===== src/rtl/booth_pkg.sv =====
package booth_pkg;

  // Controller state.
  typedef enum logic [0:0] {
    ST_IDLE = 1'b0,
    ST_RUN  = 1'b1
  } booth_state_e;

  // Action chosen from the pair (multiplier lsb, extension bit).
  typedef enum logic [1:0] {
    OP_SKIP = 2'd0,
    OP_ADD  = 2'd1,
    OP_SUB  = 2'd2
  } booth_op_e;

endpackage


===== src/rtl/booth_recode.sv =====
module booth_recode
  import booth_pkg::*;
(
  input  logic      q_lsb_i,
  input  logic      q_ext_i,
  output booth_op_e op_o
);

  always_comb begin
    unique case ({q_lsb_i, q_ext_i})
      2'b10:   op_o = OP_SUB;   // start of a run of ones
      2'b01:   op_o = OP_ADD;   // end of a run of ones
      default: op_o = OP_SKIP;  // inside a run
    endcase
  end

endmodule


===== src/rtl/booth_ctrl.sv =====
module booth_ctrl
  import booth_pkg::*;
#(
  parameter int W = 8
) (
  input  logic clk,
  input  logic rst_n,
  input  logic start_i,
  output logic load_o,
  output logic step_o,
  output logic busy_o,
  output logic done_o
);

  localparam int CW = $clog2(W + 1);
  localparam logic [CW-1:0] LAST = CW'(W - 1);
  localparam logic [CW-1:0] ONE  = CW'(1);

  booth_state_e  state_q, state_d;
  logic [CW-1:0] cnt_q, cnt_d;
  logic          done_q, done_d;

  // Next-state logic.
  always_comb begin
    state_d = state_q;
    cnt_d   = cnt_q;
    done_d  = 1'b0;
    load_o  = 1'b0;
    step_o  = 1'b0;
    unique case (state_q)
      ST_IDLE: begin
        if (start_i) begin
          load_o  = 1'b1;
          cnt_d   = '0;
          state_d = ST_RUN;
        end
      end
      ST_RUN: begin
        step_o = 1'b1;
        cnt_d  = cnt_q + ONE;
        if (cnt_q == LAST) begin
          state_d = ST_IDLE;
          done_d  = 1'b1;
        end
      end
      default: state_d = ST_IDLE;
    endcase
  end

  // State registers.
  always_ff @(posedge clk or negedge rst_n) begin
    if (!rst_n) begin
      state_q <= ST_IDLE;
      cnt_q   <= '0;
      done_q  <= 1'b0;
    end else begin
      state_q <= state_d;
      cnt_q   <= cnt_d;
      done_q  <= done_d;
    end
  end

  assign busy_o = (state_q == ST_RUN);
  assign done_o = done_q;

endmodule


===== src/rtl/booth_dp.sv =====
module booth_dp
  import booth_pkg::*;
#(
  parameter int W = 8
) (
  input  logic           clk,
  input  logic           rst_n,
  input  logic           load_i,
  input  logic           step_i,
  input  logic [W-1:0]   mcand_i,
  input  logic [W-1:0]   mplier_i,
  output logic [2*W-1:0] product_o
);

  localparam int AW = W + 1;  // one guard bit so -2^(W-1) can be negated

  logic [AW-1:0] m_q,   m_d;
  logic [AW-1:0] acc_q, acc_d;
  logic [W-1:0]  q_q,   q_d;
  logic          qx_q,  qx_d;
  logic          en;

  booth_op_e     op;
  logic [AW-1:0] addend;
  logic [AW-1:0] sum;

  booth_recode u_recode (
    .q_lsb_i (q_q[0]),
    .q_ext_i (qx_q),
    .op_o    (op)
  );

  always_comb begin
    unique case (op)
      OP_ADD:  addend = m_q;
      OP_SUB:  addend = ~m_q + {{W{1'b0}}, 1'b1};
      default: addend = '0;
    endcase
    sum = acc_q + addend;
  end

  assign en = load_i | step_i;

  // Next-state logic: load, or one arithmetic right shift of the word acc:q:qx.
  always_comb begin
    m_d   = m_q;
    acc_d = acc_q;
    q_d   = q_q;
    qx_d  = qx_q;
    if (load_i) begin
      m_d   = {mcand_i[W-1], mcand_i};
      acc_d = '0;
      q_d   = mplier_i;
      qx_d  = 1'b0;
    end else if (step_i) begin
      acc_d = {sum[AW-1], sum[AW-1:1]};
      q_d   = {sum[0], q_q[W-1:1]};
      qx_d  = q_q[0];
    end
  end

  always_ff @(posedge clk or negedge rst_n) begin
    if (!rst_n) begin
      m_q   <= '0;
      acc_q <= '0;
      q_q   <= '0;
      qx_q  <= 1'b0;
    end else if (en) begin
      m_q   <= m_d;
      acc_q <= acc_d;
      q_q   <= q_d;
      qx_q  <= qx_d;
    end
  end

  assign product_o = {acc_q[W-1:0], q_q};

endmodule


===== src/rtl/booth_mul.sv =====
module booth_mul #(
  parameter int W = 8
) (
  input  logic           clk,
  input  logic           rst_n,
  input  logic           start_i,
  input  logic [W-1:0]   mcand_i,
  input  logic [W-1:0]   mplier_i,
  output logic           busy_o,
  output logic           done_o,
  output logic [2*W-1:0] product_o
);

  logic load;
  logic step;

  booth_ctrl #(.W(W)) u_ctrl (
    .clk     (clk),
    .rst_n   (rst_n),
    .start_i (start_i),
    .load_o  (load),
    .step_o  (step),
    .busy_o  (busy_o),
    .done_o  (done_o)
  );

  booth_dp #(.W(W)) u_dp (
    .clk       (clk),
    .rst_n     (rst_n),
    .load_i    (load),
    .step_i    (step),
    .mcand_i   (mcand_i),
    .mplier_i  (mplier_i),
    .product_o (product_o)
  );

endmodule


===== config.mk =====
export PLATFORM = sky130hd
export DESIGN_NAME = booth_mul
export DESIGN_NICKNAME = d
export VERILOG_FILES = /design/src/rtl/booth_pkg.sv /design/src/rtl/booth_recode.sv /design/src/rtl/booth_ctrl.sv /design/src/rtl/booth_dp.sv /design/src/rtl/booth_mul.sv
export SDC_FILE = /design/constraint.sdc
export NUM_CORES = 1
export LEC_CHECK = 0
export BUFFER_PORTS_ARGS = -buffer_cell sky130_fd_sc_hd__buf_2
export CAP_MARGIN = 20
export CELL_PAD_IN_SITES_DETAIL_PLACEMENT = 2
export CELL_PAD_IN_SITES_GLOBAL_PLACEMENT = 2
export CORE_MARGIN = 8
export CORE_UTILIZATION = 36
export CTS_CLUSTER_SIZE = 30
export DETAILED_ROUTE_END_ITERATION = 16
export PLACE_DENSITY = 0.87
export SETUP_SLACK_MARGIN = 0.2
export SLEW_MARGIN = 20
export SYNTH_ARGS = -nofsm -noshare
export SYNTH_HDL_FRONTEND = slang
export SYNTH_SLANG_ARGS = --single-unit

===== constraint.sdc =====
create_clock -name clk -period 3.89 [get_ports clk]
set_input_delay 0.389 -clock clk [delete_from_list [all_inputs] [get_ports clk]]
set_output_delay 0.389 -clock clk [all_outputs]
set_load 0.05 [all_outputs]

==> reports/metrics.csv <==
stage,metric,value,unit
layout,flip-flop and latch area,776,sq um
synth,ranking of synthesized cells by area,"sky130_fd_sc_hd__dfrtp_1, sky130_fd_sc_hd__ha_1, sky130_fd_sc_hd__o21ai_0, sky130_fd_sc_hd__nand2_1, sky130_fd_sc_hd__mux2i_1",
layout,Layout Area Growth over Synthesis,16.7,%
global_route,GRT overflow,0,
sta,unrepaired setup endpoints after global routing,no,
sta,slew at the pin with the worst max-slew slack,853,ps
layout,fill cell count,568,
drt,DR WL/cell,17.5,um
die,area of the core region,5040,sq um
synth,fraction of registers with async set or reset after synthesis,100,%
clocking,H-Tree Depth,2,
global_route,most crowded layer after global routing,met2,
sta,"Hold Violations, Final",0,
setup_path,capturing element type of the critical path,register,
layout,share of final-layout standard cells stronger than drive strength 1,21.9,%
sta,minimum clock period after layout,2880,ps
global_route,largest net degree at the start of global routing,32,
synth,Avg Synthesized Cell Area,9.22,sq um
global_route,met2 demand-to-capacity share in global routing,26.5,%
sta,Setup-failing EPs final,0,
synth,fraction of the yosys area taken by sequential cells,41.9,%
die,starting utilization of the core area,36.7,%
die,num ports,37,
place,final weighted congestion in routability-driven placement,0.798,
setup_path,reg2reg start,u_dp.m_q[0],
setup_path,Crit path max-delay family,compound AO/OA/AOI/OAI gates,
die,Total Die Area,7700,sq um
setup_path,register-to-register path setup slack,1010,ps
synth,Synth cell types,36,
setup_path,worst endpoint required time,4050,ps
die,width of the die,87.7,um
synth,top-area cell type share of the netlist area,41.9,%
setup_path,startpoint type of the worst setup path,register,
drt,routed via count divided by cell count,5.20,
global_route,initial antenna violation count,0,
drt,DRC violations left,0,
die,count of standard-cell rows,26,
place,post-detail-place hpwl,3930,um
synth,Post-Syn Area,1850,sq um
synth,number of warnings issued by yosys,0,
job,Max-Cap Viols,0,
clocking,maximum clock insertion buffer count,2,
clocking,Sink Count,31,
setup_path,largest fanout on the critical path,4,
hold_path,type of the most critical hold path,in -> async,
global_route,via count of the first global-routing pass,1857,
synth,library cell with the largest summed area after synthesis,sky130_fd_sc_hd__dfrtp_1,
setup_path,worst path arrival time,3030,ps
clocking,clock latency on the worst-skew pair,290,ps
setup_path,sequence of cells on the critical path,inv_1 -> ha_1 -> or3b_2 -> o311ai_0 -> a21oi_1 -> ha_1 -> a2111o_1 -> o21ai_0 -> xnor2_1 -> o21ai_1,
clocking,CTS-repair resized insts,0,
global_route,total global-route track usage,15.4,%
synth,commonest register cell after synthesis,sky130_fd_sc_hd__dfrtp_1,
setup_path,cell depth of the worst flop-to-flop path,10,
clocking,Post-CTS Setup Repair Bufs,0,
clocking,clock tree from TritonCTS,done,
clocking,total clock buffers created by CTS,5,
global_route,wire length of the first global-routing pass,9220,um
place,Port-buffer cells,36,
layout,number of antenna diodes,0,
sta,highest clock rate,348,MHz
drt,Detail Route Antenna Nets,0,
sta,number of pins with negative max-slew slack in the final report,0,
drt,drt pass-1 iters,4,
sta,portion of the clock cycle consumed by the worst path in the final layout,73.9,%
setup_path,Worst path slowest cell,sky130_fd_sc_hd__or3b_2,
layout,post-layout net count,268,
setup_path,most prevalent standard cell on the critical path,sky130_fd_sc_hd__ha_1,
global_route,Global Route met3 Usage,3.66,%
clocking,clock slew seen by the registers of the worst setup and hold paths,70,ps
synth,post-synthesis register bit count,31,
setup_path,RR Endpoint,u_dp.acc_q[7],
clocking,CTS Root Buffer Type,sky130_fd_sc_hd__clkbuf_8,
drt,total detailed-routing wirelength,5370,um
sta,setup clock skew after layout,8.75,ps
setup_path,Critical Setup Path Class,reg -> reg,
global_route,met1 demand-to-capacity share in global routing,18.5,%
setup_path,start point of the critical path,u_dp.m_q[0],
setup_path,delay of the slowest critical-path stage,500,ps
synth,number of standard cells after synthesis,201,
sta,Setup TNS Final,0,ps
layout,area used by multi-input combinational logic,975,sq um
die,die height,87.7,um
sta,Slew Limit Headroom,42.9,%
outcome,result of the run,"finished, final reports clean",
drt,vias after detailed routing,1595,
synth,number of flops mapped to enable cells by yosys,0,
drt,First DRT Iteration DRCs,40,
synth,syn nets,233,
clocking,hold-fix buffers at CTS,0,
setup_path,Buf/Inv on CP,1,
cell families after synthesis:
group	count (synthesis)	share of synthesized area, %
XOR/XNOR	8	3.78
multiplexers	14	7.90
buffers and inverters	23	5.54
AND/OR/NAND/NOR	60	14.7
flip-flops	31	41.9
AO/OA/AOI/OAI	52	17.1
adder cells (fa/ha/maj)	13	9.18
layer usage:
metal | part of all wire (%) | up-vias | routed length (um)
met5 | 0 | - | 0
met4 | 0.89 | 0 | 48
met3 | 3.9 | 5 | 207
met2 | 50 | 31 | 2690
met1 | 45 | 789 | 2420
li1 | - | 770 | -
worst register-to-register path, cell delays in order, from the launching register on:
cell and delay (ps):
sky130_fd_sc_hd__dfrtp_1 380, sky130_fd_sc_hd__inv_1 110, sky130_fd_sc_hd__ha_1 220, sky130_fd_sc_hd__or3b_2 510
sky130_fd_sc_hd__o311ai_0 310, sky130_fd_sc_hd__a21oi_1 150, sky130_fd_sc_hd__ha_1 240, sky130_fd_sc_hd__a2111o_1 380
sky130_fd_sc_hd__o21ai_0 220, sky130_fd_sc_hd__xnor2_1 150, sky130_fd_sc_hd__o21ai_1 80
layout make-up:
class / instances / area share, %
inverters: 14 / 2.43
flip-flops and latches: 31 / 35.9
well taps: 70 / 4.05
multi-input cells: 147 / 45.1
clock inverters: 2 / 0.578
clock buffers: 6 / 3.35
repair buffers: 37 / 8.68
sequential cells by signal, summed over array words and instances, names as in the netlist:
signal,cells
u_ctrl.busy_o,1
u_ctrl.cnt_q,4
u_dp.m_q,8
u_dp.qx_q,1
u_dp.q_q,8
u_dp.acc_q,8
u_ctrl.done_o,1
how the worst max path moves through the flow:
stage	end	slack, ps	depth (start not counted)
floorplan	u_dp.acc_q[7]	1350	10
global placement	u_dp.acc_q[7]	1140	10
detailed placement	u_dp.acc_q[7]	1050	10
CTS	u_dp.acc_q[7]	1020	10
global route	u_dp.acc_q[7]	780	12
finish	u_dp.acc_q[7]	1010	10
layout by cell type, fill, tap and decap left out, drive strengths merged, types with 2 or more instances in the layout:
cell type and n:
buf 37, a311oi 3, o21ai 25, dfrtp 31, mux2 5, a21oi 11
nand3 5, nor3b 2, nor3 5, xnor2 3, o31ai 2, a22o 2
clkbuf 6, mux2i 9, nor2 12, nand2b 4, xor2 5, ha 12
a211oi 2, inv 14, nand2 27, o211ai 3
metrics by stage:
stage	std cells	hold slack, ps	instance area (sq um)	utilization (%)	setup WS (ps)
final	307	146	2160	42.9	1010
after detailed placement	299	492	2080	41.2	1050
after floorplan	201	93.4	1850	-	1350
after global placement	299	480	2080	41.2	1140
after CTS	307	173	2160	42.9	1020
after global routing	307	192	2160	42.9	782
synth_stat cells, drive strengths merged, types with 2 or more instances:
cell and instances:
dfrtp 31, nand2 27, o21ai 25, inv 14, ha 12, nor2 12, a21oi 11, mux2i 9
clkbuf 6, mux2 5, nand3 5, nor3 5, xor2 5, nand2b 4, a311oi 3, buf 3
o211ai 3, xnor2 3, a211oi 2, a22o 2, nor3b 2, o31ai 2
Power is not shown: default switching activity piles up to over one toggle a cycle in this logic, so the estimate is an artifact.
